$ cat config.mk
export PLATFORM = sky130hd
export DESIGN_NAME = terr_recover
export DESIGN_NICKNAME = d
export VERILOG_FILES = /design/src/rtl/terr_pkg.sv /design/src/rtl/terr_merge.sv /design/src/rtl/terr_shadow.sv /design/src/rtl/terr_seq.sv /design/src/rtl/terr_recover.sv
export SDC_FILE = /design/constraint.sdc
export NUM_CORES = 1
export LEC_CHECK = 0
export ABC_AREA = 1
export CORE_MARGIN = 2
export CORE_UTILIZATION = 39
export CTS_CLUSTER_SIZE = 10
export DETAILED_ROUTE_END_ITERATION = 8
export PLACE_DENSITY = 0.79
export SLEW_MARGIN = 20
export SYNTH_ARGS = -nofsm -noshare
export SYNTH_HDL_FRONTEND = slang
export SYNTH_SLANG_ARGS = --single-unit
export TNS_END_PERCENT = 20
$ cat constraint.sdc
create_clock -name clk -period 2.1 [get_ports clk]
set_clock_uncertainty 0.2 [all_clocks]
set_input_delay 0.315 -clock clk [delete_from_list [all_inputs] [get_ports clk]]
set_output_delay 0.315 -clock clk [all_outputs]
set_load 0.05 [all_outputs]
$ cat src/rtl/terr_pkg.sv
package terr_pkg;
   typedef enum logic [1:0] {
      ST_RUN     = 2'd0,
      ST_HALT    = 2'd1,
      ST_RESTORE = 2'd2,
      ST_REPLAY  = 2'd3
   } rec_state_t;

   function automatic int unsigned cnt_bits(input int unsigned n);
      return (n > 1) ? $clog2(n) : 1;
   endfunction
endpackage

$ cat src/rtl/terr_merge.sv
module terr_merge #(
   parameter int N_ACC = 8,
   parameter int N_RF  = 8,
   parameter int N_FLG = 4,
   parameter bit TREE  = 1'b1
) (
   input  logic [N_ACC-1:0] err_acc,
   input  logic [N_RF-1:0]  err_rf,
   input  logic [N_FLG-1:0] err_flg,
   output logic             err_any
);
   localparam int N_ALL = N_ACC + N_RF + N_FLG;

   initial begin
      assert (N_ACC > 0 && N_RF > 0 && N_FLG > 0)
         else $error("terr_merge: every error group needs at least one flag");
   end

   generate
      if (TREE) begin : g_tree
         logic [2:0] grp;
         assign grp[0] = |err_acc;
         assign grp[1] = |err_rf;
         assign grp[2] = |err_flg;
         assign err_any = |grp;
      end else begin : g_flat
         logic [N_ALL-1:0] all_flags;
         assign all_flags = {err_flg, err_rf, err_acc};
         assign err_any = |all_flags;
      end
   endgenerate
endmodule

$ cat src/rtl/terr_shadow.sv
module terr_shadow #(
   parameter int W = 8
) (
   input  logic         clk,
   input  logic         rst,
   input  logic         cap,
   input  logic [W-1:0] d,
   output logic [W-1:0] q
);
   initial begin
      assert (W > 0) else $error("terr_shadow: width must be positive");
   end

   always_ff @(posedge clk) begin
      if (rst)      q <= '0;
      else if (cap) q <= d;
   end
endmodule

$ cat src/rtl/terr_seq.sv
module terr_seq
   import terr_pkg::*;
#(
   parameter int CNT_W      = 8,
   parameter int REPLAY_CYC = 2,
   parameter bit SATURATE   = 1'b1
) (
   input  logic             clk,
   input  logic             rst,
   input  logic             err_any,
   output logic             core_en,
   output logic             ex_stretch,
   output logic             restore_go,
   output logic             cap_en,
   output logic             fault,
   output logic [CNT_W-1:0] rec_cnt
);
   localparam int          RC_W = cnt_bits(REPLAY_CYC);
   localparam logic [RC_W-1:0] RC_LAST = RC_W'(REPLAY_CYC - 1);

   initial begin
      assert (REPLAY_CYC >= 2) else $error("terr_seq: replay needs two or more cycles");
      assert (CNT_W > 0)       else $error("terr_seq: counter width must be positive");
   end

   rec_state_t      st, st_n;
   logic [RC_W-1:0] rc;
   logic            replay_last;

   assign replay_last = (st == ST_REPLAY) && (rc == RC_LAST);

   always_comb begin
      st_n = st;
      unique case (st)
         ST_RUN:     if (err_any) st_n = ST_HALT;
         ST_HALT:    if (!fault)  st_n = ST_RESTORE;
         ST_RESTORE: st_n = ST_REPLAY;
         ST_REPLAY: begin
            if (err_any)          st_n = ST_HALT;
            else if (replay_last) st_n = ST_RUN;
         end
         default:    st_n = ST_HALT;
      endcase
   end

   always_ff @(posedge clk) begin
      if (rst) begin
         st    <= ST_RUN;
         rc    <= '0;
         fault <= 1'b0;
      end else begin
         st <= st_n;
         if (st == ST_REPLAY) rc <= rc + 1'b1;
         else                 rc <= '0;
         if (st == ST_REPLAY && err_any) fault <= 1'b1;
      end
   end

   generate
      if (SATURATE) begin : g_sat
         always_ff @(posedge clk) begin
            if (rst)                                   rec_cnt <= '0;
            else if (st == ST_RESTORE && !(&rec_cnt))  rec_cnt <= rec_cnt + 1'b1;
         end
      end else begin : g_wrap
         always_ff @(posedge clk) begin
            if (rst)                    rec_cnt <= '0;
            else if (st == ST_RESTORE)  rec_cnt <= rec_cnt + 1'b1;
         end
      end
   endgenerate

   assign core_en    = (st == ST_RUN) || replay_last;
   assign ex_stretch = (st == ST_REPLAY);
   assign restore_go = (st == ST_RESTORE);
   assign cap_en     = (st == ST_RUN) && !err_any;
endmodule

$ cat src/rtl/terr_recover.sv
module terr_recover #(
   parameter int N_ACC      = 8,
   parameter int N_RF       = 8,
   parameter int N_FLG      = 4,
   parameter int PC_W       = 8,
   parameter int DATA_W     = 8,
   parameter int SP_W       = 4,
   parameter int CNT_W      = 8,
   parameter int REPLAY_CYC = 2,
   parameter bit TREE       = 1'b1
) (
   input  logic              clk,
   input  logic              rst,
   input  logic [N_ACC-1:0]  err_acc,
   input  logic [N_RF-1:0]   err_rf,
   input  logic [N_FLG-1:0]  err_flg,
   input  logic [PC_W-1:0]   live_pc,
   input  logic [DATA_W-1:0] live_acc,
   input  logic [SP_W-1:0]   live_sp,
   input  logic [DATA_W-1:0] live_stk,
   output logic              core_en,
   output logic              ex_stretch,
   output logic              restore_go,
   output logic [PC_W-1:0]   rb_pc,
   output logic [DATA_W-1:0] rb_acc,
   output logic [SP_W-1:0]   rb_sp,
   output logic [DATA_W-1:0] rb_stk,
   output logic              fault,
   output logic [CNT_W-1:0]  rec_cnt
);
   initial begin
      assert (PC_W > 0 && DATA_W > 0 && SP_W > 0)
         else $error("terr_recover: state widths must be positive");
   end

   logic err_any;
   logic cap_en;

   terr_merge #(.N_ACC(N_ACC), .N_RF(N_RF), .N_FLG(N_FLG), .TREE(TREE)) u_merge (
      .err_acc (err_acc),
      .err_rf  (err_rf),
      .err_flg (err_flg),
      .err_any (err_any)
   );

   terr_seq #(.CNT_W(CNT_W), .REPLAY_CYC(REPLAY_CYC), .SATURATE(1'b1)) u_seq (
      .clk        (clk),
      .rst        (rst),
      .err_any    (err_any),
      .core_en    (core_en),
      .ex_stretch (ex_stretch),
      .restore_go (restore_go),
      .cap_en     (cap_en),
      .fault      (fault),
      .rec_cnt    (rec_cnt)
   );

   terr_shadow #(.W(PC_W))   u_sh_pc  (.clk(clk), .rst(rst), .cap(cap_en), .d(live_pc),  .q(rb_pc));
   terr_shadow #(.W(DATA_W)) u_sh_acc (.clk(clk), .rst(rst), .cap(cap_en), .d(live_acc), .q(rb_acc));
   terr_shadow #(.W(SP_W))   u_sh_sp  (.clk(clk), .rst(rst), .cap(cap_en), .d(live_sp),  .q(rb_sp));
   terr_shadow #(.W(DATA_W)) u_sh_stk (.clk(clk), .rst(rst), .cap(cap_en), .d(live_stk), .q(rb_stk));
endmodule

==> impl_metrics.tcl, run 1 <==
set metrics [dict create \
    fin_ws_ns 0.0470 \
    grt_pass1_vias 1683 \
    clk_pin_slew_ns 0.07 \
    crit_family "buffers and inverters" \
    critPathBufInv 1 \
    status "finished, final reports clean" \
    route.detailed.drc 0 \
    ys_types 26 \
    synth_top_area_share_pct 46.1 \
    gr-total-overflow 0 \
    cts_tree "built" \
    power_mw 1.95 \
    cap_violations 0 \
    netlist_top_cells_count "70 x nor2_1, 40 x dfxtp_1, 23 x nand2_1, 20 x o21ai_1, 12 x o21ai_0" \
    multi_input_area_um2 802 \
    synthAdderAreaFrac_pct 4.33 \
    cp.arrival_ns 1.54 \
    slew_violations 0 \
    hold_class "flip-flop to flip-flop" \
    synth_top_family_by_area "simple AND/OR/NAND/NOR gates" \
    row_count 24 \
    cp_max_fo 5 \
    yosys.area.top_type "dfxtp_1" \
    ant_nets 0 \
    via_per_inst 4.64 \
    cp-end-kind "primary output" \
    final_util_pct 63.2 \
    synth.most_common_cell "nor2_1" \
    worst_setup_path_start_kind "flip-flop" \
    drtIter0Drc 105 \
    synth-async-reset-ratio_pct 0 \
    seqCellArea_um2 801 \
    vias 1707 \
    wire_per_inst_um 11.9 \
    synth_edf_count 0 \
    finalCritPeriodShare_pct 97.8 \
    post_cts_buffers 0 \
    synth-simple-area-share_pct 27.0 \
    syn_area_um2 1740 \
    core_um2 4320 \
    vdd_drop_max_mv 0.397 \
    p_leak_nw 1.18 \
    synth_xor_area_share_pct 2.02 \
    gp_congestion 0.735 \
    antenna_cells 0 \
    synthMuxAreaShare_pct 0 \
    fill_cells 389 \
    max_clock_freq_mhz 487 \
    area_delta_synth_final_pct 57.5 \
    synth_compound_area_share_pct 12.9 \
    wl_um 4390 \
    max_stage_delay_ns 0.83 \
    antenna_found_initial 0 \
    slew_headroom_pct 64.1 \
    slowest_stage "clkdlybuf4s50_1" \
    cts_made_buffers 5 \
    cts_max_level 2 \
    nets 371 \
    grt_max_degree 33 \
    clock_latency_ns 0.30 \
    layoutNonFillerInstCount 368 \
    grtUsageTotal_pct 18.3 \
    die_y_um 70.7 \
    dp_slack_ns 0.0691 \
    powerDensity_nw_per_um2 713 \
    hpwl_um 3140 \
    setup_viol 0 \
    rsz0062_at_grt "false" \
    clock_path_buffers 2 \
    synth_fp_nets 281 \
    placedCellCount 360 \
    drive_above_1_share_pct 8.86 \
    finalHoldViolations 0 \
    avgSynthCellArea_um2 7.71 \
    synth_ff_type "dfxtp_1" \
    synth_warnings 0 \
    cts_sinks 40 \
    die_w_um 70.7 \
    synth_cells 225 \
    grt_first_pass_wirelength_um 7360 \
    required_ns 1.58 \
    worstSetupPathType "flip-flop to primary output" \
    start_util_pct 40.1 \
    tightestPinTransition_ns 0.537 \
    dr.pass1.iters 4 \
    num_io_pins 90 \
    synth-seq-area-share_pct 46.1 \
    root_buffer "clkbuf_8" \
    synth_area_leaders "dfxtp_1 46%, nor2_1 15%, o21ai_1 5.8%" \
    die_area_um2 5000 \
    min_period_ns 2.05 \
    placement.io_buffers 89 \
    path_cells "clkdlybuf4s50_1" \
    ys_ff_latch 40 \
    finalSetupTns_ns 0 \
]
logic make-up (layout without fill, tap and decap cells):
family / after synthesis / after routing
simple gates: 110 / 110
fa+ha+maj: 6 / 6
xor+xnor: 4 / 4
flops: 40 / 40
buf+inv: 23 / 114
compound gates: 42 / 42
final timing paths:
check | start | endpoint | slack, ns | depth (start not counted)
worst max-delay path | u_seq.rec_cnt[6]$_SDFFE_PP0P_ | rec_cnt[6] | 0.05 | 1
worst min-delay path | u_seq.rc$_SDFF_PP0_ | u_seq.rc$_SDFF_PP0_ | 0.24 | 1
worst max register to register | u_seq.rec_cnt[0]$_SDFFE_PP0P_ | u_seq.rec_cnt[0]$_SDFFE_PP0P_ | 0.29 | 6
worst min register to register | u_seq.rc$_SDFF_PP0_ | u_seq.rc$_SDFF_PP0_ | 0.24 | 1
repair_timing:
| item | 4_1_cts | 5_1_grt |
|---|---|---|
| hold endpoints to repair | 0 | 0 |
| resized for setup | 0 | 2 |
| setup endpoints to repair | 0 | 2 |
| hold buffers | 0 | 0 |
cells in the final DEF (no fill, tap or decap), types with 2 or more instances in the layout:
cell	netlist	layout
a21oi_1	8	8
buf_12	2	2
buf_4	0	8
clkbuf_8	0	5
clkdlybuf4s50_1	0	80
clkinv_2	0	2
dfxtp_1	40	40
dlymetal6s2s_1	0	2
ha_1	6	6
inv_1	11	11
inv_2	3	3
nand2_1	23	23
nand3_1	6	6
nand4_1	3	3
nor2_1	70	70
nor2_4	2	2
o21ai_0	12	12
o21ai_1	20	20
xnor2_1	4	4
sequential cells by signal (all words and copies together) (netlist names):
signal	count
u_seq.fault	1
u_seq.rc	1
u_seq.rec_cnt	8
u_seq.st	2
u_sh_acc.q	8
u_sh_pc.q	8
u_sh_sp.q	4
u_sh_stk.q	8
per-stage QoR:
stage	instance area [um2]	hold WS, ns
after floorplan	1740	0.218
after global placement	2640	0.228
after detailed placement	2640	0.235
after CTS	2730	0.244
after global routing	2730	0.266
final	2730	0.245
power by group:
group / switching, mW / internal (mW) / leakage (nW)
sequential: 0.0426 / 0.798 / 0.323
combinational: 0.357 / 0.246 / 0.807
clock: 0.273 / 0.231 / 0.0479
total: 0.673 / 1.28 / 1.18
layer usage:
layer	share of wire, %	vias to the layer above	track usage, %
met1	46	747	21.5
met5	0	-	0
met3	5.3	11	4.99
met4	1.9	0	6.71
met2	47	48	32.0
li1	-	901	-
cell type report:
class                      count  share of cell area [%]
clock buffer                   5                    2.52
sequential                    40                    29.3
tap                           52                    2.38
clock inverter                 3                   0.686
multi-input combinational    162                    29.3
timing repair buffer          92                    33.9
inverter                      14                    1.92
Power figures use the tool's default switching activity.
==> run 2: changes to the inputs <==
--- a/config.mk
+++ b/config.mk
@@ -6,6 +6,7 @@
 export NUM_CORES = 1
 export LEC_CHECK = 0
 export ABC_AREA = 1
+export CAP_MARGIN = 20
 export CORE_MARGIN = 2
 export CORE_UTILIZATION = 39
 export CTS_CLUSTER_SIZE = 10
==> results of run 2 <==
Same layout as run 1: the final DEF is identical, and so are final timing and power.
